`src/rtl/pipe_ctl_pkg.sv`:
```
// Shared types for the pipeline stall/flush controller.
// Assumes five pipeline-register slots (PC plus four stage registers),
// four clearable stage registers and three freezable back-end units.
package pipe_ctl_pkg;
    localparam int N_HOLD   = 5;
    localparam int N_CLEAR  = 4;
    localparam int N_FREEZE = 3;

    // Bit positions inside the control vectors.
    localparam int H_PC = 0, H_IFID = 1, H_IDEX = 2, H_EXMEM = 3, H_MEMWB = 4;
    localparam int C_IFID = 0, C_IDEX = 1, C_EXMEM = 2, C_MEMWB = 3;
    localparam int F_EX = 0, F_MEM = 1, F_WB = 2;

    typedef struct packed {
        logic [N_HOLD-1:0]   hold;
        logic [N_CLEAR-1:0]  clear;
        logic [N_FREEZE-1:0] freeze;
    } ctl_vec_t;

    typedef enum logic [2:0] {
        MODE_RESET, MODE_DMISS, MODE_EXC, MODE_FRONT, MODE_RUN
    } ctl_mode_e;
endpackage

```
`src/rtl/pipe_hazard_det.sv`:
```
// Load-use hazard detector.
// Raises the hazard when the execute-stage load writes a nonzero register
// that the decode-stage instruction reads (rs always, rt when flagged).
// Assumes register 0 is hard-wired to zero and never creates a dependency.
module pipe_hazard_det #(
    parameter int IDX_W = 5
) (
    input  logic             clk,
    input  logic             rst_n,
    input  logic [IDX_W-1:0] rs_idx,
    input  logic [IDX_W-1:0] rt_idx,
    input  logic             rt_is_src,
    input  logic             ld_valid,
    input  logic [IDX_W-1:0] ld_dst,
    output logic             hazard
);
    localparam logic [IDX_W-1:0] ZERO_IDX = '0;

    logic rs_match, rt_match;

    // Compare each source index against the pending load destination.
    always_comb begin
        rs_match = (rs_idx == ld_dst);
        rt_match = rt_is_src && (rt_idx == ld_dst);
        hazard   = ld_valid && (ld_dst != ZERO_IDX) && (rs_match || rt_match);
    end

    // a zero destination never creates a dependency.
    p_zero_dst_r2: assert property (@(posedge clk) disable iff (!rst_n)
        (ld_dst == ZERO_IDX) |-> !hazard);
    // only a load in execute can raise the hazard.
    p_needs_load_r1: assert property (@(posedge clk) disable iff (!rst_n)
        !ld_valid |-> !hazard);
endmodule

```
`src/rtl/pipe_ctl_arbiter.sv`:
```
// Priority arbiter that turns pipeline conditions into hold/clear/freeze.
// Priority, highest first: reset, data-cache miss, exception, front-end
// stall (hazard, mul/div busy, instruction-cache miss), normal run.
// Assumes all inputs are valid in the current cycle; output is combinational.
module pipe_ctl_arbiter
    import pipe_ctl_pkg::*;
(
    input  logic     clk,
    input  logic     rst_n,
    input  logic     front_stall,
    input  logic     dmiss,
    input  logic     exc_req,
    output ctl_vec_t ctl
);
    ctl_mode_e mode;

    // Pick the single winning condition for this cycle.
    always_comb begin
        if (!rst_n)           mode = MODE_RESET;
        else if (dmiss)       mode = MODE_DMISS;
        else if (exc_req)     mode = MODE_EXC;
        else if (front_stall) mode = MODE_FRONT;
        else                  mode = MODE_RUN;
    end

    // Expand the winning condition into the control vector.
    always_comb begin
        ctl = '0;
        unique case (mode)
            MODE_RESET: begin
                ctl.clear  = '1;
                ctl.freeze = '1;
            end
            MODE_DMISS: begin
                ctl.hold   = '1;
                ctl.freeze = '1;
            end
            MODE_EXC: begin
                ctl.clear[C_IFID]  = 1'b1;
                ctl.clear[C_IDEX]  = 1'b1;
                ctl.clear[C_EXMEM] = 1'b1;
            end
            MODE_FRONT: begin
                ctl.hold[H_PC]     = 1'b1;
                ctl.hold[H_IFID]   = 1'b1;
                ctl.clear[C_IDEX]  = 1'b1;
            end
            default: ctl = '0;
        endcase
    end

    // a data-cache miss never clears any register.
    p_dmiss_no_clear_r6: assert property (@(posedge clk) disable iff (!rst_n)
        dmiss |-> (ctl.clear == '0));
    // a front-end stall without exception keeps the delay-slot instruction.
    p_delay_slot_kept_r8: assert property (@(posedge clk) disable iff (!rst_n)
        (front_stall && !exc_req) |-> !ctl.clear[C_IFID]);
    // an exception with the data cache hitting never holds anything.
    p_exc_no_hold_r7: assert property (@(posedge clk) disable iff (!rst_n)
        (exc_req && !dmiss) |-> (ctl.hold == '0));
endmodule

```
`src/rtl/pipe_stall_ctl.sv`:
```
// Top of the pipeline stall/flush controller.
// Detects the load-use hazard, merges it with the other stall sources and
// drives per-register hold/clear and per-unit freeze outputs.
// Assumes synchronous active-low reset in the pipeline registers it steers.
module pipe_stall_ctl
    import pipe_ctl_pkg::*;
#(
    parameter int IDX_W = 5
) (
    input  logic             clk,
    input  logic             rst_n,
    input  logic [IDX_W-1:0] id_rs_idx,
    input  logic [IDX_W-1:0] id_rt_idx,
    input  logic             id_rt_is_src,
    input  logic             ex_mem_read,
    input  logic [IDX_W-1:0] ex_dst_idx,
    input  logic             md_busy,
    input  logic             icache_hit,
    input  logic             dcache_hit,
    input  logic             exc_req,
    output logic             pc_hold,
    output logic             ifid_hold,
    output logic             idex_hold,
    output logic             exmem_hold,
    output logic             memwb_hold,
    output logic             ifid_clear,
    output logic             idex_clear,
    output logic             exmem_clear,
    output logic             memwb_clear,
    output logic             ex_freeze,
    output logic             mem_freeze,
    output logic             wb_freeze,
    output logic             raw_hazard
);
    logic     front_stall;
    ctl_vec_t ctl;

    pipe_hazard_det #(.IDX_W(IDX_W)) u_hazard (
        .clk       (clk),
        .rst_n     (rst_n),
        .rs_idx    (id_rs_idx),
        .rt_idx    (id_rt_idx),
        .rt_is_src (id_rt_is_src),
        .ld_valid  (ex_mem_read),
        .ld_dst    (ex_dst_idx),
        .hazard    (raw_hazard)
    );

    // Merge every front-end stall source into one request.
    always_comb front_stall = raw_hazard || md_busy || !icache_hit;

    pipe_ctl_arbiter u_arb (
        .clk         (clk),
        .rst_n       (rst_n),
        .front_stall (front_stall),
        .dmiss       (!dcache_hit),
        .exc_req     (exc_req),
        .ctl         (ctl)
    );

    // Unpack the control vector onto named outputs.
    always_comb begin
        pc_hold     = ctl.hold[H_PC];
        ifid_hold   = ctl.hold[H_IFID];
        idex_hold   = ctl.hold[H_IDEX];
        exmem_hold  = ctl.hold[H_EXMEM];
        memwb_hold  = ctl.hold[H_MEMWB];
        ifid_clear  = ctl.clear[C_IFID];
        idex_clear  = ctl.clear[C_IDEX];
        exmem_clear = ctl.clear[C_EXMEM];
        memwb_clear = ctl.clear[C_MEMWB];
        ex_freeze   = ctl.freeze[F_EX];
        mem_freeze  = ctl.freeze[F_MEM];
        wb_freeze   = ctl.freeze[F_WB];
    end

    // a held register is never cleared in the same cycle.
    p_hold_clear_excl_r6: assert property (@(posedge clk) disable iff (!rst_n)
        !((ifid_hold && ifid_clear) || (idex_hold && idex_clear)
          || (exmem_hold && exmem_clear) || (memwb_hold && memwb_clear)));
    // a load-use hazard stalls the PC unless a higher condition wins.
    p_hazard_stalls_pc_r3: assert property (@(posedge clk) disable iff (!rst_n)
        (raw_hazard && !exc_req) |-> pc_hold);
endmodule

```
`config.mk`:
```
export PLATFORM = sky130hd
export DESIGN_NAME = pipe_stall_ctl
export DESIGN_NICKNAME = d
export VERILOG_FILES = /design/src/rtl/pipe_ctl_pkg.sv /design/src/rtl/pipe_hazard_det.sv /design/src/rtl/pipe_ctl_arbiter.sv /design/src/rtl/pipe_stall_ctl.sv
export SDC_FILE = /design/constraint.sdc
export NUM_CORES = 1
export LEC_CHECK = 0
export BUFFER_PORTS_ARGS = -buffer_cell sky130_fd_sc_hd__buf_2
export CAP_MARGIN = 10
export CORE_AREA = 2 2 39 41
export DETAILED_ROUTE_END_ITERATION = 8
export DIE_AREA = 0 0 41 43
export GPL_TIMING_DRIVEN = 1
export PLACE_DENSITY_LB_ADDON = 0.08
export RECOVER_POWER = 25
export SLEW_MARGIN = 40
export SYNTH_ARGS = -nofsm -noshare
export SYNTH_HDL_FRONTEND = slang
export SYNTH_SLANG_ARGS = --single-unit
export TNS_END_PERCENT = 20
```
`constraint.sdc`:
```
create_clock -name vclk -period 2
set_input_delay 0.2 -clock vclk [all_inputs]
set_output_delay 0.2 -clock vclk [all_outputs]
set_load 0.01 [all_outputs]
```
==> results.md, run 1 <==
- Synth Area in Adders: 0%
- Via count: 336
- Yosys cell types: 18
- Seq cells: 0
- Setup bufs post-CTS: 0
- Row count: 14
- Final Setup Violations: 0
- CP delay by family, top: compound AO/OA/AOI/OAI gates
- Max IR drop VDD: 0.0000517 V
- Vias/cell: 4.20
- Fin. Hold Viols: 0
- Hpwl dp: 652 um
- Initial antenna violation count: 0
- Max-cap violations: 0
- Chip width: 41 um
- Main combinational cell family by area after synthesis: XOR/XNOR gates
- Final ANT Viol Nets: 0
- Total GRT Usage: 6.99%
- Setup crit end kind: primary output
- Area Overhead vs Synth: 58.5%
- Initial Util: 18.1%
- Status: finished, final reports clean
- Final wirelength: 691 um
- Compound-gate portion of the synthesized area: 21.0%
- Synth warn: 0
- Sequential area share after synthesis: 0%
- Worst path bufs/invs: 2
- Slew Limit Fails: 0
- Area leader, netlist: xor2_1
- Iter 0 DRT Violations: 4
- Leak pwr: 0.216 nW
- Largest cells by area after synthesis: xor2_1 (31%), buf_4 (18%), o41ai_2 (6.5%)
- RSZ-0062 raised after global routing: no
- PwrDens: 214 mW/mm^2
- Rel. slew slack: 76.7%
- CP max FO: 3
- Detailed Routing Iterations Pass 1: 3
- First-pass GRT wire length: 938 um
- CP cell instances: buf_2 > xor2_1 > nor4_1 > a32oi_1 > o41ai_2 > buf_2
- Core Area: 0.00138 mm^2
- Dpl cells: 80
- Post-route cell area: 397 um^2
- Core Util, Final: 28.7%
- FMAX: 606 MHz
- Crit Path Class: in -> out
- CTS Hold Bufs: 0
- Number of global-route vias before repair: 256
- CP arrival: 1.45 ns
- Crit-path max cell delay: 0.29 ns
- Nets: 89
- Die Y: 43 um
- Critical path's most frequent cell: buf_2
- Per-cell routed wire length: 8.64 um
- Mux contribution to synthesized area: 0%
- N_diodes: 0
- Post-placement cell area: 400 um^2
- Worst endpoint required time: 1.80 ns
- Die Area: 0.00176 mm^2
- Share of the synthesized area in the top cell type: 31.5%
- Count leader, synth: xor2_1
- Post-synth top cells: xor2_1 (9), buf_4 (6), nand2_1 (3)
- Fill count: 168
- Number of port buffers: 35
- Overflow after GRT: 0
- Register Area: 0 um^2
- Post-synthesis net count: 58
- Syn avg cell area: 7.15 um^2
- Crit. Startpoint: ex_dst_idx[3]
- Tmin final: 1.65 ns
- Worst Hold Class: in -> out
- WP depth: 6
- Largest net degree at the start of global routing: 6
- Clock Buffer Count: 0
- Cell count after synthesis: 35
- Cell Count, Final, Fillers Out: 80
- End of the critical path: ifid_hold
- I/O pin count: 36
- Post-CTS Resized: 0
- Crit-path slowest cell: nor4_1
- Share of layout cells above drive strength 1: 57.8%
- Worst Max-Slew Pin Slew: 0.349 ns
- Power Total: 0.0848 mW
- Remaining DRCs: 0
- Period utilization: 82.5%
- Synth Area in XOR/XNOR: 35.0%
- Post-Route Setup TNS: 0 ns
- CP startpoint kind: input port
- Simple-gate share of the synthesized area: 23.0%
- Mapped Area: 250 um^2
- RD Place Congestion: 0.589
## final cells by class
type               instances  area, um^2  share of cell area, %
repair buffers            35         171                   43.2
well taps                 16        20.0                   5.05
multi-input cells         27         198                   49.8
inverters                  2        7.51                   1.89
## cells by family after synthesis
group                     after synthesis
and+or+nand+nor                        11
xor gates and xnor gates               10
buffers and inverters                   8
AOI/OAI and AO/OA                       6
## worst min-delay path, stage by stage
cell	delay, ns
buf_2	0.12
inv_2	0.06
clkbuf_1	0.12
## worst min-delay path by stage
stage | end | cells past startpoint | start | slack (ns)
2_1_floorplan | memwb_clear | 1 | rst_n | 0.44
3_3_place_gp | idex_hold | 3 | dcache_hit | 0.71
3_5_place_dp | idex_hold | 3 | dcache_hit | 0.71
4_1_cts | idex_hold | 3 | dcache_hit | 0.70
5_1_grt | memwb_clear | 3 | rst_n | 0.71
6_report | memwb_clear | 3 | rst_n | 0.70
## where the power goes
| group | switching, mW | internal (mW) |
|---|---|---|
| clock network | 0 | 0 |
| logic | 0.0434 | 0.0414 |
| registers | 0 | 0 |
| total | 0.0434 | 0.0414 |
## cells in the final DEF (no fill, tap or decap)
cell type   n
a21boi_1    1
a21oi_1     1
a31oi_1     1
a32oi_1     1
buf_2      32
clkbuf_1    3
inv_1       1
inv_2       1
nand2_1     3
nor2_1      2
nor2_2      1
nor3_1      2
nor4_1      1
o21ai_2     1
o41ai_2     1
or2b_2      1
or4_1       1
xnor2_1     1
xor2_1      9
## metrics by stage
stage / setup slack (ns) / hold WS [ns]
floorplan: 0.477 / 0.441
global placement: 0.317 / 0.707
detailed placement: 0.352 / 0.705
CTS: 0.331 / 0.705
global route: 0.155 / 0.712
finish: 0.351 / 0.698
## per-layer routing
metal | routed length (um) | track usage (%)
met1 | 269 | 9.49
met2 | 306 | 12.5
met3 | 115 | 0
met4 | 0 | 0
met5 | 0 | 0
No activity file was read; power rests on OpenSTA's default activity.
==> run 2, diff against run 1 <==
--- a/config.mk
+++ b/config.mk
@@ -5,6 +5,7 @@
 export SDC_FILE = /design/constraint.sdc
 export NUM_CORES = 1
 export LEC_CHECK = 0
+export ABC_AREA = 1
 export BUFFER_PORTS_ARGS = -buffer_cell sky130_fd_sc_hd__buf_2
 export CAP_MARGIN = 10
 export CORE_AREA = 2 2 39 41
==> constraint.sdc (replaced) <==
create_clock -name vclk -period 1.44
set_input_delay 0.144 -clock vclk [all_inputs]
set_output_delay 0.144 -clock vclk [all_outputs]
set_load 0.01 [all_outputs]
==> results.md, run 2 <==
- Share of the synthesized area in the top cell type: 28.7%
- Max-cap violations: 0
- Yosys cell types: 13
- Pre-CTS setup slack: 0.0864 ns
- Initial Util: 24.6%
- CP startpoint kind: input port
- Die Y: 43 um
- Cell count after synthesis: 75
- Register Area: 0 um^2
- Seq cells: 0
- Via count: 462
- Core Area: 0.00138 mm^2
- CP max FO: 4
- Post-synth top cells: nand2_1 (26), inv_1 (14), nor2_1 (9)
- Remaining DRCs: 0
- Fin. Hold Viols: 0
- Count leader, synth: nand2_1
- Post-synthesis net count: 98
- Per-cell routed wire length: 6.34 um
- Crit Path Class: in -> out
- Leak pwr: 0.385 nW
- Largest net degree at the start of global routing: 6
- RD Place Congestion: 0.639
- FMAX: 733 MHz
- CTS Hold Bufs: 0
- Share of layout cells above drive strength 1: 49.0%
- Total GRT Usage: 8.49%
- Status: finished, final reports clean
- Final wirelength: 761 um
- Area Overhead vs Synth: 62.1%
- Final ANT Viol Nets: 0
- Slew Limit Fails: 0
- Rel. slew slack: 89.3%
- Worst Hold Class: in -> out
- Period utilization: 94.7%
- Iter 0 DRT Violations: 14
- Number of global-route vias before repair: 339
- Overflow after GRT: 0
- Die Area: 0.00176 mm^2
- Chip width: 41 um
- Hpwl dp: 706 um
- Setup crit end kind: primary output
- Area leader, netlist: nand2_1
- Commonest non-fill, non-tap cell in the layout: buf_2
- Number of port buffers: 35
- CP arrival: 1.22 ns
- Worst setup margin: 0.0765 ns
- Most frequent cells in the layout: buf_2 (28), nand2_1 (25), inv_1 (13)
- Synth warn: 0
- N_diodes: 0
- I/O pin count: 36
- PwrDens: 285 mW/mm^2
- Largest cells by area after synthesis: nand2_1 (29%), inv_1 (15%), buf_4 (13%)
- Syn avg cell area: 4.54 um^2
- Sequential area share after synthesis: 0%
- Final Setup Violations: 0
- Row count: 14
- Worst Max-Slew Pin Slew: 0.161 ns
- Worst endpoint required time: 1.30 ns
- Power Total: 0.157 mW
- Initial antenna violation count: 0
- Max IR drop VDD: 0.000108 V
- RSZ-0062 raised after global routing: yes
- Mapped Area: 340 um^2
- Detailed Routing Iterations Pass 1: 4
- Tmin final: 1.36 ns
- Clock Buffer Count: 0
- Vias/cell: 3.85
- First-pass GRT wire length: 1.17 mm
- Nets: 129
[run 2: cell types whose count changed in the layout (fill, tap and decap cells not counted), sizes merged, moves of 4 or more]
cell / change
nand3: +4
xor2: -9
inv: +17
nor2: +6
nand2: +29
[run 2: path summary, 6_finish.rpt]
check | slack [ns] | to | startpoint | cells after the start
setup / recovery | 0.08 | exmem_hold | ex_dst_idx[0] | 14
hold / removal | 0.60 | idex_clear | rst_n | 3
[run 2: logic make-up after synthesis]
kind of cell / count (synthesis) / share of synthesized area, %
xor gates and xnor gates: 1 / 2.57
and+or+nand+nor: 46 / 58.8
buffers and inverters: 25 / 34.2
AOI/OAI and AO/OA: 3 / 4.41
[run 2: metrics by stage]
step           util, %  cells  TNS [ns]  area, um^2  hold slack, ns
2_1_floorplan        -     75         0         340           0.339
6_report          39.9    120         0         552           0.600
3_3_place_gp      35.4    120         0         490           0.593
5_1_grt           39.9    120    -0.273         552           0.637
3_5_place_dp      35.4    120         0         490           0.591
4_1_cts           35.4    120         0         490           0.591
[run 2: routing by layer]
| layer | vias to the layer above | track usage [%] | share of wire [%] |
|---|---|---|---|
| li1 | 269 | - | - |
| met1 | 175 | 13.0 | 45 |
| met2 | 18 | 13.8 | 46 |
| met3 | 0 | 0 | 8.5 |
| met4 | 0 | 0 | 0 |
| met5 | - | 0 | 0 |
[run 2: power by group]
part           internal [mW]  switching [mW]
clock                      0               0
combinational         0.0779          0.0793
sequential                 0               0
total                 0.0779          0.0793
[run 2: critical path, stage by stage]
cell and delay (ns):
buf_2 0.12, inv_2 0.04, nand2_1 0.05, nand2_1 0.04, nor2_1 0.11, nand3_1 0.08
nand2_1 0.09, nand2_2 0.07, nand2_2 0.06, nand2_2 0.06, nand2_2 0.08, nand3_2 0.08
inv_2 0.10, buf_6 0.10
[run 2: area by class of cell]
type	count	area, um^2
fillers	157	832
multi-input cells	50	238
repair buffers	35	223
inverters	19	71.3
well taps	16	20.0
[run 2: timing repair]
action,4_1_cts,5_1_grt
buffers inserted,0,0
gates resized for setup,0,15
endpoints found under the hold margin,0,0
setup endpoints to repair,0,10
